### config.mk
export PLATFORM = sky130hd
export DESIGN_NAME = chan_sel_latch
export DESIGN_NICKNAME = d
export VERILOG_FILES = /design/src/rtl/chsel_pkg.sv /design/src/rtl/chsel_sync.sv /design/src/rtl/chsel_hold.sv /design/src/rtl/chsel_bbm.sv /design/src/rtl/chsel_decode.sv /design/src/rtl/chan_sel_latch.sv
export SDC_FILE = /design/constraint.sdc
export NUM_CORES = 1
export LEC_CHECK = 0
export BUFFER_PORTS_ARGS = -buffer_cell sky130_fd_sc_hd__buf_4
export CORE_UTILIZATION = 54
export DETAILED_ROUTE_END_ITERATION = 10
export GPL_ROUTABILITY_DRIVEN = 0
export GPL_TIMING_DRIVEN = 0
export PLACE_DENSITY = 0.8
export SYNTH_ARGS = -nofsm -noshare
export SYNTH_HDL_FRONTEND = slang
export SYNTH_SLANG_ARGS = --single-unit
export TNS_END_PERCENT = 5
### constraint.sdc
create_clock -name clk -period 2.88 [get_ports clk]
set_clock_uncertainty 0.2 [all_clocks]
set_input_delay 0.288 -clock clk [delete_from_list [all_inputs] [get_ports clk]]
set_output_delay 0.288 -clock clk [all_outputs]
set_load 0.005 [all_outputs]
### src/rtl/chsel_pkg.sv
package chsel_pkg;

   // Sequencer states for break-before-make control
   typedef enum logic [1:0] {
      BBM_IDLE = 2'd0,   // all switches open, free to close one
      BBM_ON   = 2'd1,   // one switch closed
      BBM_GAP  = 2'd2    // dead interval after an opening
   } bbm_state_e;

   localparam int unsigned DEF_ADDR_W      = 4;
   localparam int unsigned DEF_SYNC_STAGES = 2;
   localparam int unsigned DEF_GAP_CYC     = 2;

endpackage

### src/rtl/chsel_sync.sv
module chsel_sync #(
   parameter int unsigned W      = 1,
   parameter int unsigned STAGES = 2,
   parameter logic [W-1:0] RST_VAL = '0
) (
   input  logic         clk,
   input  logic         rst_n,
   input  logic [W-1:0] d_i,
   output logic [W-1:0] q_o
);

   initial begin
      assert (STAGES >= 1) else $error("chsel_sync: STAGES must be at least 1");
      assert (W >= 1) else $error("chsel_sync: W must be at least 1");
   end

   logic [STAGES-1:0][W-1:0] pipe_q;

   generate
      if (STAGES == 1) begin : g_single
         always_ff @(posedge clk or negedge rst_n) begin
            if (!rst_n) pipe_q[0] <= RST_VAL;
            else        pipe_q[0] <= d_i;
         end
      end else begin : g_chain
         always_ff @(posedge clk or negedge rst_n) begin
            if (!rst_n) begin
               for (int s = 0; s < STAGES; s++) pipe_q[s] <= RST_VAL;
            end else begin
               pipe_q[0] <= d_i;
               for (int s = 1; s < STAGES; s++) pipe_q[s] <= pipe_q[s-1];
            end
         end
      end
   endgenerate

   assign q_o = pipe_q[STAGES-1];

endmodule

### src/rtl/chsel_hold.sv
module chsel_hold #(
   parameter int unsigned ADDR_W = 4
) (
   input  logic              clk,
   input  logic              rst_n,
   input  logic              clr_s_n,
   input  logic              wr_s_n,
   input  logic [ADDR_W-1:0] addr_s,
   input  logic              en_s,
   output logic [ADDR_W-1:0] hold_addr_o,
   output logic              hold_en_o
);

   // Clear first, then transparent-while-low; strobe high retains.
   // The final low cycle is what remains when the strobe rises.
   always_ff @(posedge clk or negedge rst_n) begin
      if (!rst_n) begin
         hold_addr_o <= '0;
         hold_en_o   <= 1'b0;
      end else if (!clr_s_n) begin
         hold_addr_o <= '0;
         hold_en_o   <= 1'b0;
      end else if (!wr_s_n) begin
         hold_addr_o <= addr_s;
         hold_en_o   <= en_s;
      end
   end

   a_r7_clear_empties: assert property (@(posedge clk) disable iff (!rst_n)
      !clr_s_n |=> (!hold_en_o && hold_addr_o == '0));

   a_r5_strobe_high_holds: assert property (@(posedge clk) disable iff (!rst_n)
      (clr_s_n && wr_s_n) |=> ($stable(hold_addr_o) && $stable(hold_en_o)));

   a_r4_transparent_follows: assert property (@(posedge clk) disable iff (!rst_n)
      (clr_s_n && !wr_s_n) |=> (hold_addr_o == $past(addr_s) && hold_en_o == $past(en_s)));

endmodule

### src/rtl/chsel_bbm.sv
module chsel_bbm
   import chsel_pkg::*;
#(
   parameter int unsigned ADDR_W  = 4,
   parameter int unsigned GAP_CYC = 2
) (
   input  logic              clk,
   input  logic              rst_n,
   input  logic              tgt_valid_i,
   input  logic [ADDR_W-1:0] tgt_idx_i,
   output logic              cur_valid_o,
   output logic [ADDR_W-1:0] cur_idx_o
);

   localparam int unsigned CNT_W = (GAP_CYC < 2) ? 1 : $clog2(GAP_CYC);
   localparam logic [CNT_W-1:0] GAP_LOAD = CNT_W'(GAP_CYC - 1);

   initial begin
      assert (GAP_CYC >= 1) else $error("chsel_bbm: GAP_CYC must be at least 1");
   end

   bbm_state_e           state_q;
   logic [CNT_W-1:0]     gap_q;
   logic [ADDR_W-1:0]    idx_q;

   always_ff @(posedge clk or negedge rst_n) begin
      if (!rst_n) begin
         state_q <= BBM_IDLE;
         gap_q   <= '0;
         idx_q   <= '0;
      end else begin
         unique case (state_q)
            BBM_IDLE: begin
               if (tgt_valid_i) begin
                  state_q <= BBM_ON;
                  idx_q   <= tgt_idx_i;
               end
            end
            BBM_ON: begin
               // open at once on disable or on a different channel
               if (!tgt_valid_i || tgt_idx_i != idx_q) begin
                  state_q <= BBM_GAP;
                  gap_q   <= GAP_LOAD;
               end
            end
            BBM_GAP: begin
               if (gap_q == '0) begin
                  if (tgt_valid_i) begin
                     state_q <= BBM_ON;
                     idx_q   <= tgt_idx_i;
                  end else begin
                     state_q <= BBM_IDLE;
                  end
               end else begin
                  gap_q <= gap_q - 1'b1;
               end
            end
            default: state_q <= BBM_IDLE;
         endcase
      end
   end

   assign cur_valid_o = (state_q == BBM_ON);
   assign cur_idx_o   = idx_q;

   // a missing target opens the switch on the next edge
   a_r3_disabled_opens: assert property (@(posedge clk) disable iff (!rst_n)
      !tgt_valid_i |=> !cur_valid_o);

   a_r11_same_channel_kept: assert property (@(posedge clk) disable iff (!rst_n)
      (cur_valid_o && tgt_valid_i && tgt_idx_i == cur_idx_o) |=> (cur_valid_o && $stable(cur_idx_o)));

   a_r10_close_after_gap: assert property (@(posedge clk) disable iff (!rst_n)
      (cur_valid_o && tgt_valid_i && tgt_idx_i != cur_idx_o) |=> !cur_valid_o);

endmodule

### src/rtl/chsel_decode.sv
module chsel_decode #(
   parameter int unsigned ADDR_W = 4,
   localparam int unsigned NCH   = 1 << ADDR_W
) (
   input  logic              valid_i,
   input  logic [ADDR_W-1:0] idx_i,
   output logic [NCH-1:0]    onehot_o
);

   generate
      for (genvar k = 0; k < NCH; k++) begin : g_line
         assign onehot_o[k] = valid_i && (idx_i == ADDR_W'(k));
      end
   endgenerate

endmodule

### src/rtl/chan_sel_latch.sv
module chan_sel_latch
   import chsel_pkg::*;
#(
   parameter int unsigned ADDR_W      = DEF_ADDR_W,
   parameter int unsigned SYNC_STAGES = DEF_SYNC_STAGES,
   parameter int unsigned GAP_CYC     = DEF_GAP_CYC,
   localparam int unsigned NCH        = 1 << ADDR_W
) (
   input  logic              clk,
   input  logic              rst_n,
   input  logic [ADDR_W-1:0] addr_i,
   input  logic              en_i,
   input  logic              wr_n_i,
   input  logic              clr_n_i,
   output logic [NCH-1:0]    sw_on_o
);

   localparam int unsigned RUN_W = $clog2(GAP_CYC + 2);

   initial begin
      assert (ADDR_W >= 1 && ADDR_W <= 8) else $error("chan_sel_latch: ADDR_W out of range");
      assert (SYNC_STAGES >= 1) else $error("chan_sel_latch: SYNC_STAGES must be at least 1");
      assert (GAP_CYC >= 1) else $error("chan_sel_latch: GAP_CYC must be at least 1");
   end

   logic [1:0]        ctl_s;        // {clr_n, wr_n} synchronised
   logic [ADDR_W:0]   dat_s;        // {en, addr} synchronised
   logic [ADDR_W-1:0] hold_addr;
   logic              hold_en;
   logic              cur_valid;
   logic [ADDR_W-1:0] cur_idx;

   // strobes and data share one delay so capture stays aligned
   chsel_sync #(.W(2), .STAGES(SYNC_STAGES), .RST_VAL(2'b11)) i_sync_ctl (
      .clk   (clk),
      .rst_n (rst_n),
      .d_i   ({clr_n_i, wr_n_i}),
      .q_o   (ctl_s)
   );

   chsel_sync #(.W(ADDR_W + 1), .STAGES(SYNC_STAGES), .RST_VAL('0)) i_sync_dat (
      .clk   (clk),
      .rst_n (rst_n),
      .d_i   ({en_i, addr_i}),
      .q_o   (dat_s)
   );

   chsel_hold #(.ADDR_W(ADDR_W)) i_hold (
      .clk         (clk),
      .rst_n       (rst_n),
      .clr_s_n     (ctl_s[1]),
      .wr_s_n      (ctl_s[0]),
      .addr_s      (dat_s[ADDR_W-1:0]),
      .en_s        (dat_s[ADDR_W]),
      .hold_addr_o (hold_addr),
      .hold_en_o   (hold_en)
   );

   chsel_bbm #(.ADDR_W(ADDR_W), .GAP_CYC(GAP_CYC)) i_bbm (
      .clk         (clk),
      .rst_n       (rst_n),
      .tgt_valid_i (hold_en),
      .tgt_idx_i   (hold_addr),
      .cur_valid_o (cur_valid),
      .cur_idx_o   (cur_idx)
   );

   chsel_decode #(.ADDR_W(ADDR_W)) i_decode (
      .valid_i  (cur_valid),
      .idx_i    (cur_idx),
      .onehot_o (sw_on_o)
   );

   // ---- checker support: all-off run length and last closed channel ----
   logic [RUN_W-1:0]  off_run_q;
   logic [NCH-1:0]    last_on_q;

   always_ff @(posedge clk or negedge rst_n) begin
      if (!rst_n) begin
         off_run_q <= '0;
         last_on_q <= '0;
      end else if (sw_on_o == '0) begin
         if (off_run_q != RUN_W'(GAP_CYC + 1)) off_run_q <= off_run_q + 1'b1;
      end else begin
         off_run_q <= '0;
         last_on_q <= sw_on_o;
      end
   end

   a_r10_gap_kept: assert property (@(posedge clk) disable iff (!rst_n)
      (sw_on_o != '0 && last_on_q != '0 && sw_on_o != last_on_q) |-> (off_run_q >= RUN_W'(GAP_CYC)));

   a_r9_single_closed: assert property (@(posedge clk) disable iff (!rst_n)
      $onehot0(sw_on_o));

   a_r8_stay_open_without_write: assert property (@(posedge clk) disable iff (!rst_n)
      (!hold_en && ctl_s[0]) |=> !hold_en);

endmodule

==> results of run 1 <==
layer usage:
metal / up-vias / GRT usage [%] / wire length (um) / share of wire, %
met2: 24 / 34.1 / 934 / 55
li1: 344 / - / - / -
met5: - / 0 / 0 / 0
met1: 308 / 20.9 / 680 / 40
met3: 2 / 3.57 / 72 / 4.2
met4: 0 / 8.82 / 19 / 1.1
synthesized netlist by cell type, types with 2 or more instances:
cell	n
o21ai_0	2
nor2_1	13
dfstp_2	4
mux2i_1	5
nand3b_1	2
buf_2	2
xor2_1	2
mux2_2	4
nor3_1	4
nand2_1	4
dfrtp_1	22
nor2b_1	5
cells by family after synthesis:
family                 count (synthesis)  share of synthesized area [%]
flip-flops                            26                           63.1
AND/OR/NAND/NOR                       35                           18.7
buffers and inverters                  4                           2.41
XOR/XNOR                               4                           4.10
AO/OA/AOI/OAI                          4                           2.53
multiplexers                           9                           9.16
power by group through the flow:
stage          Combinational, uW  Clock, uW  Sequential, uW
3_3_place_gp                 131          0             438
6_report                     144        175             437
3_5_place_dp                 137          0             444
2_1_floorplan                100          0             435
5_1_grt                      160        192             442
4_1_cts                      146        179             437
metrics by stage:
step | cell area, um2 | hold slack (ps)
after detailed placement | 1250 | 8.45
after floorplan | 1040 | -208
final | 1370 | 157
after global placement | 1250 | 4.75
after CTS | 1370 | 165
after global routing | 1370 | 166
layout make-up:
cell class,count,area [um2],area share [%]
plain buffers,3,21.3,1.56
clock buffers,4,36.3,2.66
flip-flops and latches,26,656,48.0
repair buffers,32,260,19.0
multi-input cells,52,358,26.2
well taps,25,31.3,2.29
inverters,1,3.75,0.275
worst max-delay path: stages, from the launching register on:
cell and delay [ps]:
dfrtp_1 430, nand2b_4 160, or3_4 350, nor3_1 180, buf_4 150
repair_timing:
item,in CTS,in global routing
resized for setup,0,0
hold endpoints to repair,33,0
hold buffers,8,0
registers in the layout, indices dropped and copies added, names as in the netlist:
name and cells:
i_sync_ctl.q_o 2, i_hold.hold_addr_o 4, i_bbm.cur_idx_o 4, i_sync_dat.pipe_q 5, i_hold.hold_en_o 1, i_sync_dat.q_o 5, i_bbm.gap_q 1, i_sync_ctl.pipe_q 2
i_bbm.state_q 2
worst paths after layout:
check | depth (start not counted) | to | startpoint
worst max-delay path | 4 | sw_on_o[0] | i_bbm.state_q[1]
worst min-delay path | 0 | i_sync_ctl.q_o[1] | i_sync_ctl.pipe_q[1]
worst max register to register | 3 | i_bbm.state_q[1] | i_bbm.cur_idx_o[0]
worst min register to register | 0 | i_sync_ctl.q_o[1] | i_sync_ctl.pipe_q[1]
max in group asynchronous | 2 | i_sync_ctl.pipe_q[1] | rst_n
min in group asynchronous | 2 | i_hold.hold_addr_o[1] | rst_n
==> impl_results.md, run 1 <==
- Status: complete, no violations
- Pwr Total: approximately 760 uW
- Gr usage total: 18.8%
- Final nets: ~130
- Type of the worst setup path: register to primary output
- Commonest cells after routing, fill and taps aside: buf_4 (24), dfrtp_1 (22), nor2_1 (13), dlygate4sd3_1 (8)
- Top_reg_cell synth: dfrtp_1
- # fillers: 127
- PortBufs: 24
- Final setup TNS: 0 ps
- Syn Inst Count: 82
- Vias in the first global route: 601
- Root Buffer Master: clkbuf_4
- Clock slew at reported path FFs: ~130 ps
- CTS tree: done
- DR WL/cell: roughly 12 um
- Area Overhead vs Synth: 31.6%
- Final Hold Viols: 0
- Die W: approximately 46 um
- Io pins: 25
- Placed instance count: ~130
- Pin count of the biggest net entering global routing: 27
- CTS H-Tree Depth: 1
- Dpl ws: around 1200 ps
- Total power density per cell area: 553 nW/um2
- Logic gate share of total power: 19.1%
- Final cell count without fillers: 143
- Maximum clock path buffer count: 2
- Reg2Reg Setup Slack: roughly 1400 ps
- Setup violators final: 0
- Vias: 678
- Sequential power share: 57.8%
- RSZ-0062 raised after global routing: no
- Initial Util: between 50% and 60%
- Die H: 45.9 um
- Worst EP required: 2390 ps
- Lkg Pwr: around 0.00066 uW
- Yosys warns: 0
- Pins over their slew limit: 0
- Skew-Pair Late Insertion Delay: approximately 310 ps
- Share of Yosys cell area claimed by the top area cell type: 53.0%
- Slew HR: 75.7%
- Core ar.: ~1800 um2
- HPWL after DPL: 1210 um
- Worst min path class: register to register
- Synthesis-stage register bit count: 26
- Pint: 560 uW
- Vias per cell: 4.74
- Sequential fraction of the synthesis area: a little over three fifths
- Max-cap violations: 0
- Clock Power Share: 23.1%
- Routed Antenna Nets: 0
- Most common cell after layout, fill and taps aside: buf_4
- First-pass detailed-route iteration total: 3
- Worst setup SP type: register
- CP Max Fanout: 4
- Util after Layout: 77.4%
- Biggest area consumer among synthesized cells: dfrtp_1
- Pin slew with the least headroom to its limit: 361 ps
- Avg Cell Area, Syn: 12.7 um2
- Initial antenna violation count: 0
- Sw Pwr: 196 uW
- Post-Syn Nets: 91
- # DRC: 0
- Post-CTS Setup Bufs: 0
- Total congestion overflow: 0
- First-pass GRT wire length: approximately 2600 um
- Number of synthesized flops with an enable pin: 0
- TritonCTS buffer count: 3
- Wirelength, routed: 1710 um
- Max Fclk: 0.483 GHz
- Unique masters post-synth: 25
- Final min period: approximately 2100 ps
- Ranking of synthesized cells by area: dfrtp_1 (53%), dfstp_2 (10%), mux2i_1 (4.8%)
- Mapped Area: 1040 um2
- Full die area: 2100 um2
- Row cnt: 15
- Final period util: 71.9%
- # diodes: 0
- Worst VDD drop: 0.461 mV
- Crit. End Element: primary output
- FFs w/ async S/R, synth: 100%
- Arr. time, crit path: 1580 ps
- Setup ws final: 810 ps
- Sw frac: 25.9%
- Sinks on Clock Net: 26
- Drt initial violations: 3
- Share of cells above drive strength 1: 36.4%
Note: power is estimated with default switching activity, not from simulation.
==> run 2: changes to the inputs <==
Settings changed: ABC_AREA set to 1, CORE_UTILIZATION 54 to 45, PLACE_DENSITY 0.8 to 0.72.
Clock period 2.88 ns to 1.7 ns, I/O delays scaled along.
==> impl_results.md, run 2 <==
- Pin slew with the least headroom to its limit: 308 ps (-53.4 ps)
- Critical Path Slowest Stage Cell: dfrtp_1
- Core ar.: 2020 um2 (+15%)
- Worst EP required: 1330 ps (-1060 ps)
- Pins over their slew limit: 0 (unchanged)
- HPWL after DPL: 1230 um (+1.9%)
- CTS tree: done
- Biggest area consumer among synthesized cells: dfrtp_1
- Share of Yosys cell area claimed by the top area cell type: 55.4% (+2.4 points)
- Critical Path Source: i_bbm.state_q[0]
- First-pass GRT wire length: 2900 um (+9.6%)
- Synthesis-stage register bit count: 26 (unchanged)
- Total congestion overflow: 0 (unchanged)
- Final nets: 151 (+18%)
- Max Fclk: 0.576 GHz
- Root Buffer Master: clkbuf_4
- Sinks on Clock Net: 26 (unchanged)
- Commonest cells after routing, fill and taps aside: buf_4 (26), nand2_1 (24), dfrtp_1 (22), nor2_1 (11)
- Worst min path class: input port to async pin
- Reg2Reg Setup Slack: 290 ps (-1060 ps)
- Slew HR: 79.5% (+3.8 points)
- Row cnt: 16 (+1)
- Full die area: 2400 um2 (+14%)
- # diodes: 0 (unchanged)
- Setup crit end: sw_on_o[10]
- Setup ws final: -36.0 ps (-846 ps)
- Most common cell after layout, fill and taps aside: buf_4
- Initial Util: 49.1% (-9.7 points)
- Lkg Pwr: 0.000649 uW (-1.2%)
- Share of cells above drive strength 1: 36.2% (-0.27 points)
- Worst-path cell chain: inv_2 > nor2_4 > nand3_4 > nor2_1 > buf_4
- Sequential fraction of the synthesis area: 66.0% (+2.9 points)
- Final instance area: 1410 um2 (+2.9%)
- Yosys warns: 0 (unchanged)
- Final setup TNS: -414 ps (-414 ps)
- Initial antenna violation count: 0 (unchanged)
- Number of synthesized flops with an enable pin: 0 (unchanged)
- # DRC: 0 (unchanged)
- Die H: 49.0 um (+6.8%)
- Reg2reg start: i_bbm.cur_idx_o[0]
- Type of the worst setup path: register to primary output
- Pin count of the biggest net entering global routing: 27 (unchanged)
- Skew-Pair Late Insertion Delay: 300 ps (about the same)
- Mapped Area: 993 um2 (-4.3%)
- Most instantiated cells after synthesis: nand2_1 (24), dfrtp_1 (22), nor2_1 (18)
- RR Endpoint: i_bbm.gap_q
- Ranking of synthesized cells by area: dfrtp_1 (55%), dfstp_2 (11%), nand2_1 (9.1%)
- Gr usage total: 15.7% (-3.1 points)
- FFs w/ async S/R, synth: 100% (unchanged)
- Die W: 49.0 um (+6.8%)
- CTS H-Tree Depth: 1 (unchanged)
- Reg2reg path depth: 7 (+4)
- Unique masters post-synth: 13 (-48%)
- Dpl ws: 338 ps (-813 ps)
- Worst setup SP type: register
- Final min period: 1740 ps
- Vias in the first global route: 776 (+29%)
- Vias: 820 (+21%)
- Count leader, synth: nand2_1
- Pwr Total: 1280 uW (+69%)
- CP max stage delay: 360 ps (-70 ps)
- First-pass detailed-route iteration total: 4 (+1)
- Top_reg_cell synth: dfrtp_1
- Maximum clock path buffer count: 2 (unchanged)
- Syn Inst Count: 103 (+26%)
- Total power density per cell area: 908 nW/um2 (+64%)
- DR WL/cell: 9.99 um (-16%)
- Failing checks: setup timing
- Routed Antenna Nets: 0 (unchanged)
- Status: complete, but fails checks
- PortBufs: 24 (unchanged)
- Util after Layout: 69.6% (-7.9 points)
- Arr. time, crit path: 1370 ps (-210 ps)
- Post-Syn Nets: 112 (+23%)
- Max-cap violations: 0 (unchanged)
- Final Hold Viols: 0 (unchanged)
- Clock slew at reported path FFs: 130 ps (about the same)
- Wirelength, routed: 1680 um (-1.6%)
- Setup violators final: 16 (+16)
- Avg Cell Area, Syn: 9.65 um2 (-24%)
- TritonCTS buffer count: 3 (unchanged)
- Drt initial violations: 3 (unchanged)
- Placed cell area: 1210 um2 (-3.4%)
- CP Max Fanout: 6 (+2)
- Crit. End Element: primary output
- RSZ-0062 raised after global routing: yes
- Io pins: 25 (unchanged)
- Worst VDD drop: 0.838 mV (+82%)
- Area Overhead vs Synth: 41.6%
- Vias per cell: 4.88 (+2.9%)
- Final period util: 102%
-- run 2: cell count changes after synthesis, moves of 6 or more --
cell	change
nand3_1	+11
inv_1	+7
nand2_1	+20
o21ai_0	+6
-- run 2: per-layer routing --
metal / track usage, % / wire length, um / vias up
li1: - / - / 400
met1: 15.7 / 658 / 393
met2: 32.2 / 938 / 25
met3: 0.935 / 67 / 2
met4: 7.35 / 14 / 0
met5: 0 / 0 / -
-- run 2: through the flow --
step / hold WS [ps] / instances
floorplan: -326 / 103
global route: 85.4 / 168
finish: 72.8 / 168
global placement: -117 / 154
CTS: 75.1 / 166
detailed placement: -114 / 154
-- run 2: how the worst min path moves through the flow --
stage	slack [ps]	from	to	depth (start not counted)
floorplan	-330	rst_n	i_bbm.cur_idx_o[0]	0
global placement	-120	rst_n	i_sync_dat.pipe_q[4]	1
detailed placement	-110	rst_n	i_sync_dat.pipe_q[4]	1
CTS	80	rst_n	i_sync_dat.pipe_q[0]	2
global route	90	rst_n	i_sync_dat.pipe_q[4]	2
finish	70	rst_n	i_sync_dat.pipe_q[4]	2
-- run 2: critical path, delay by kind of cell, from the launching register on --
family / cells / cell delay (ps)
buf+inv: 2 / 170
flops: 1 / 360
simple gates: 3 / 520
-- run 2: kinds of logic after synthesis --
group                     synth area share, %
and+or+nand+nor                          25.3
DFF                                      66.0
buffers and inverters                    3.78
AOI/OAI and AO/OA                        4.03
xor gates and xnor gates                0.882
-- run 2: what timing repair did --
action                                  4_1_cts  5_1_grt
hold buffers                                  8        0
endpoints found under the setup margin       14       16
resized for setup                             0       16
setup buffers                                 0        2
hold endpoints to repair                     33        0
pin swaps                                     0        5
cloned                                        0        0
-- run 2: layout make-up --
class,instances,area (um2)
Inverter,10,37.5
Timing Repair Buffer,34,275
Multi-Input combinational cell,67,368
Clock buffer,4,36.3
Fill cell,155,616
Sequential cell,26,656
Tap cell,27,33.8
-- run 2: report_power, final --
group | switching (uW) | leakage [uW] | internal [uW]
clock network | 160 | 0.0000210 | 131
registers | 60.0 | 0.000317 | 684
logic | 145 | 0.000311 | 97.9
total | 365 | 0.000649 | 912
==> run 3: changes to the inputs <==
Settings changed: CTS_CLUSTER_DIAMETER set to 200, PLACE_DENSITY 0.72 to 0.7.
==> impl_results.md, run 3 (synthesis results as in run 2) <==
- Status: complete, but fails checks
- Failing checks: setup timing
- Share of cells above drive strength 1: 38.3% (+2.1 points)
- Full die area: 2400 um2 (unchanged)
- First-pass detailed-route iteration total: 4 (unchanged)
- Area Overhead vs Synth: 42.3%
- CP Max Fanout: 6 (unchanged)
- Io pins: 25 (unchanged)
- Gr usage total: 16.3% (+0.55 points)
- Maximum clock path buffer count: 2 (unchanged)
- Arr. time, crit path: 1400 ps (+30 ps)
- Root Buffer Master: clkbuf_4
- Drt initial violations: 7 (+4)
- Core ar.: 2020 um2 (unchanged)
- Row cnt: 16 (unchanged)
- Final cell count without fillers: 168 (unchanged)
- Pin slew with the least headroom to its limit: 307 ps (-0.810 ps)
- Commonest cells after routing, fill and taps aside: buf_4 (26), nand2_1 (24), dfrtp_1 (22), nor2_2 (11)
- Vias: 805 (-1.8%)
- Setup ws final: -71.3 ps (-35.3 ps)
- Vias per cell: 4.79 (-1.8%)
- Initial Util: 49.1% (unchanged)
- Total power density per cell area: 901 nW/um2 (-0.81%)
- Placed instance count: 154 (unchanged)
- Worst VDD drop: 0.803 mV (-4.1%)
- Worst-path cell chain: nor2_4 > nand3_4 > nor2_1 > buf_4
- Dpl ws: 333 ps (-4.32 ps)
- Pin count of the biggest net entering global routing: 27 (unchanged)
- Worst min path class: input port to async pin
- Met3 routed WL: 71 um (+6.0%)
- TritonCTS buffer count: 3 (unchanged)
- Pins over their slew limit: 0 (unchanged)
- First-pass GRT wire length: 2990 um (+2.9%)
- CP max stage delay: 440 ps (+80 ps)
- Pint: 908 uW (-0.47%)
- Met2 routed WL: 1020 um (+8.3%)
- Worst EP required: 1330 ps (about the same)
- Routed Antenna Nets: 0 (unchanged)
- CTS tree: done
- DR WL/cell: 10.7 um (+6.7%)
- Crit. End Element: primary output
- Die W: 49.0 um (unchanged)
- # DRC: 0 (unchanged)
- Sequential power share: 58.5% (+0.2 points)
- Total congestion overflow: 0 (unchanged)
- Final nets: 151 (unchanged)
- Max-cap violations: 0 (unchanged)
- WL met1: 687 um (+4.4%)
- Max Fclk: 0.565 GHz (-2.0%)
- Final setup TNS: -508 ps (-94.0 ps)
- # fillers: 147 (-5.2%)
- Sinks on Clock Net: 26 (unchanged)
- Lkg Pwr: 0.000649 uW (about the same)
- Vias in the first global route: 749 (-3.5%)
- Clock Power Share: 23.0% (+0.3 points)
- Final period util: 104% (+2.1 points)
- Sw Pwr: 365 uW (+0.20%)
- Max layer used: met4
- Sw frac: 28.7% (+0.14 points)
- Slew HR: 79.5% (about the same)
- Final instance area: 1410 um2 (+0.53%)
- Critical Path Slowest Stage Cell: dfrtp_1
- CTS H-Tree Depth: 1 (unchanged)
- Most common cell after layout, fill and taps aside: buf_4
- # diodes: 0 (unchanged)
- Type of the worst setup path: register to primary output
- Clock slew at reported path FFs: 120 ps (about the same)
- Placed cell area: 1210 um2 (unchanged)
- Final min period: 1770 ps (+35.3 ps)
- Logic gate share of total power: 18.5% (-0.5 points)
- Wirelength, routed: 1790 um (+6.7%)
- Skew-Pair Late Insertion Delay: 300 ps (about the same)
- Initial antenna violation count: 0 (unchanged)
- PortBufs: 24 (unchanged)
- RSZ-0062 raised after global routing: yes
- Die H: 49.0 um (unchanged)
- Final Hold Viols: 0 (unchanged)
- Worst setup SP type: register
- HPWL after DPL: 1250 um (+1.6%)
- Setup violators final: 16 (unchanged)
## run 3: changes by cell type in the layout (fill, tap and decap cells not counted)
cell / change
nor2_1: -3
nor2_2: +3
## run 3: area by class of cell
class | instances | area, um2 | area share, %
sequential | 26 | 656 | 46.4
multi-input combinational | 67 | 375 | 26.5
timing repair buffer | 34 | 275 | 19.5
inverter | 10 | 37.5 | 2.65
clock buffer | 4 | 36.3 | 2.57
tap | 27 | 33.8 | 2.39
## run 3: critical path: cells and delay by family (launching register included)
family / cells / cell delay (ps)
buffers and inverters: 1 / 130
flip-flops: 1 / 440
AND/OR/NAND/NOR: 3 / 530
## run 3: timing repair
item | in CTS | in global routing
hold endpoints to repair | 33 | 0
endpoints found under the setup margin | 6 | 16
resized for setup | 0 | 19
buffers inserted | 0 | 2
pin swaps | 0 | 5
hold buffers | 8 | 0
## run 3: path summary, 6_finish.rpt
path | from | end | slack [ps] | depth (start not counted)
setup reg to reg | i_bbm.cur_idx_o[0] | i_bbm.gap_q | 300 | 7
setup / recovery | i_bbm.state_q[1] | sw_on_o[8] | -70 | 4
min in group clk | i_sync_dat.pipe_q[2] | i_sync_dat.q_o[2] | 160 | 0
max in group asynchronous | rst_n | i_sync_ctl.q_o[0] | 940 | 2
hold reg to reg | i_sync_dat.pipe_q[2] | i_sync_dat.q_o[2] | 160 | 0
hold / removal | rst_n | i_sync_dat.pipe_q[4] | 70 | 2
## run 3: per-stage QoR
step | util (%) | total power, uW | hold WS (ps)
detailed placement | 59.7 | 930 | -112
global route | 69.9 | 1350 | 79.0
CTS | 65.5 | 1240 | 76.9
floorplan | - | 859 | -326
finish | 69.9 | 1270 | 73.4
global placement | 59.7 | 919 | -117
## run 3: power groups by stage
stage	sequential, uW	clock (uW)	combinational [uW]
floorplan	737	0	122
global placement	744	0	175
detailed placement	748	0	181
CTS	736	307	196
global route	753	336	265
finish	745	293	236
## run 3: routing by layer
layer	track usage, %	up-vias
met5	0	-
met4	7.35	0
met3	1.25	2
met2	31.9	28
met1	17.4	373
li1	-	402
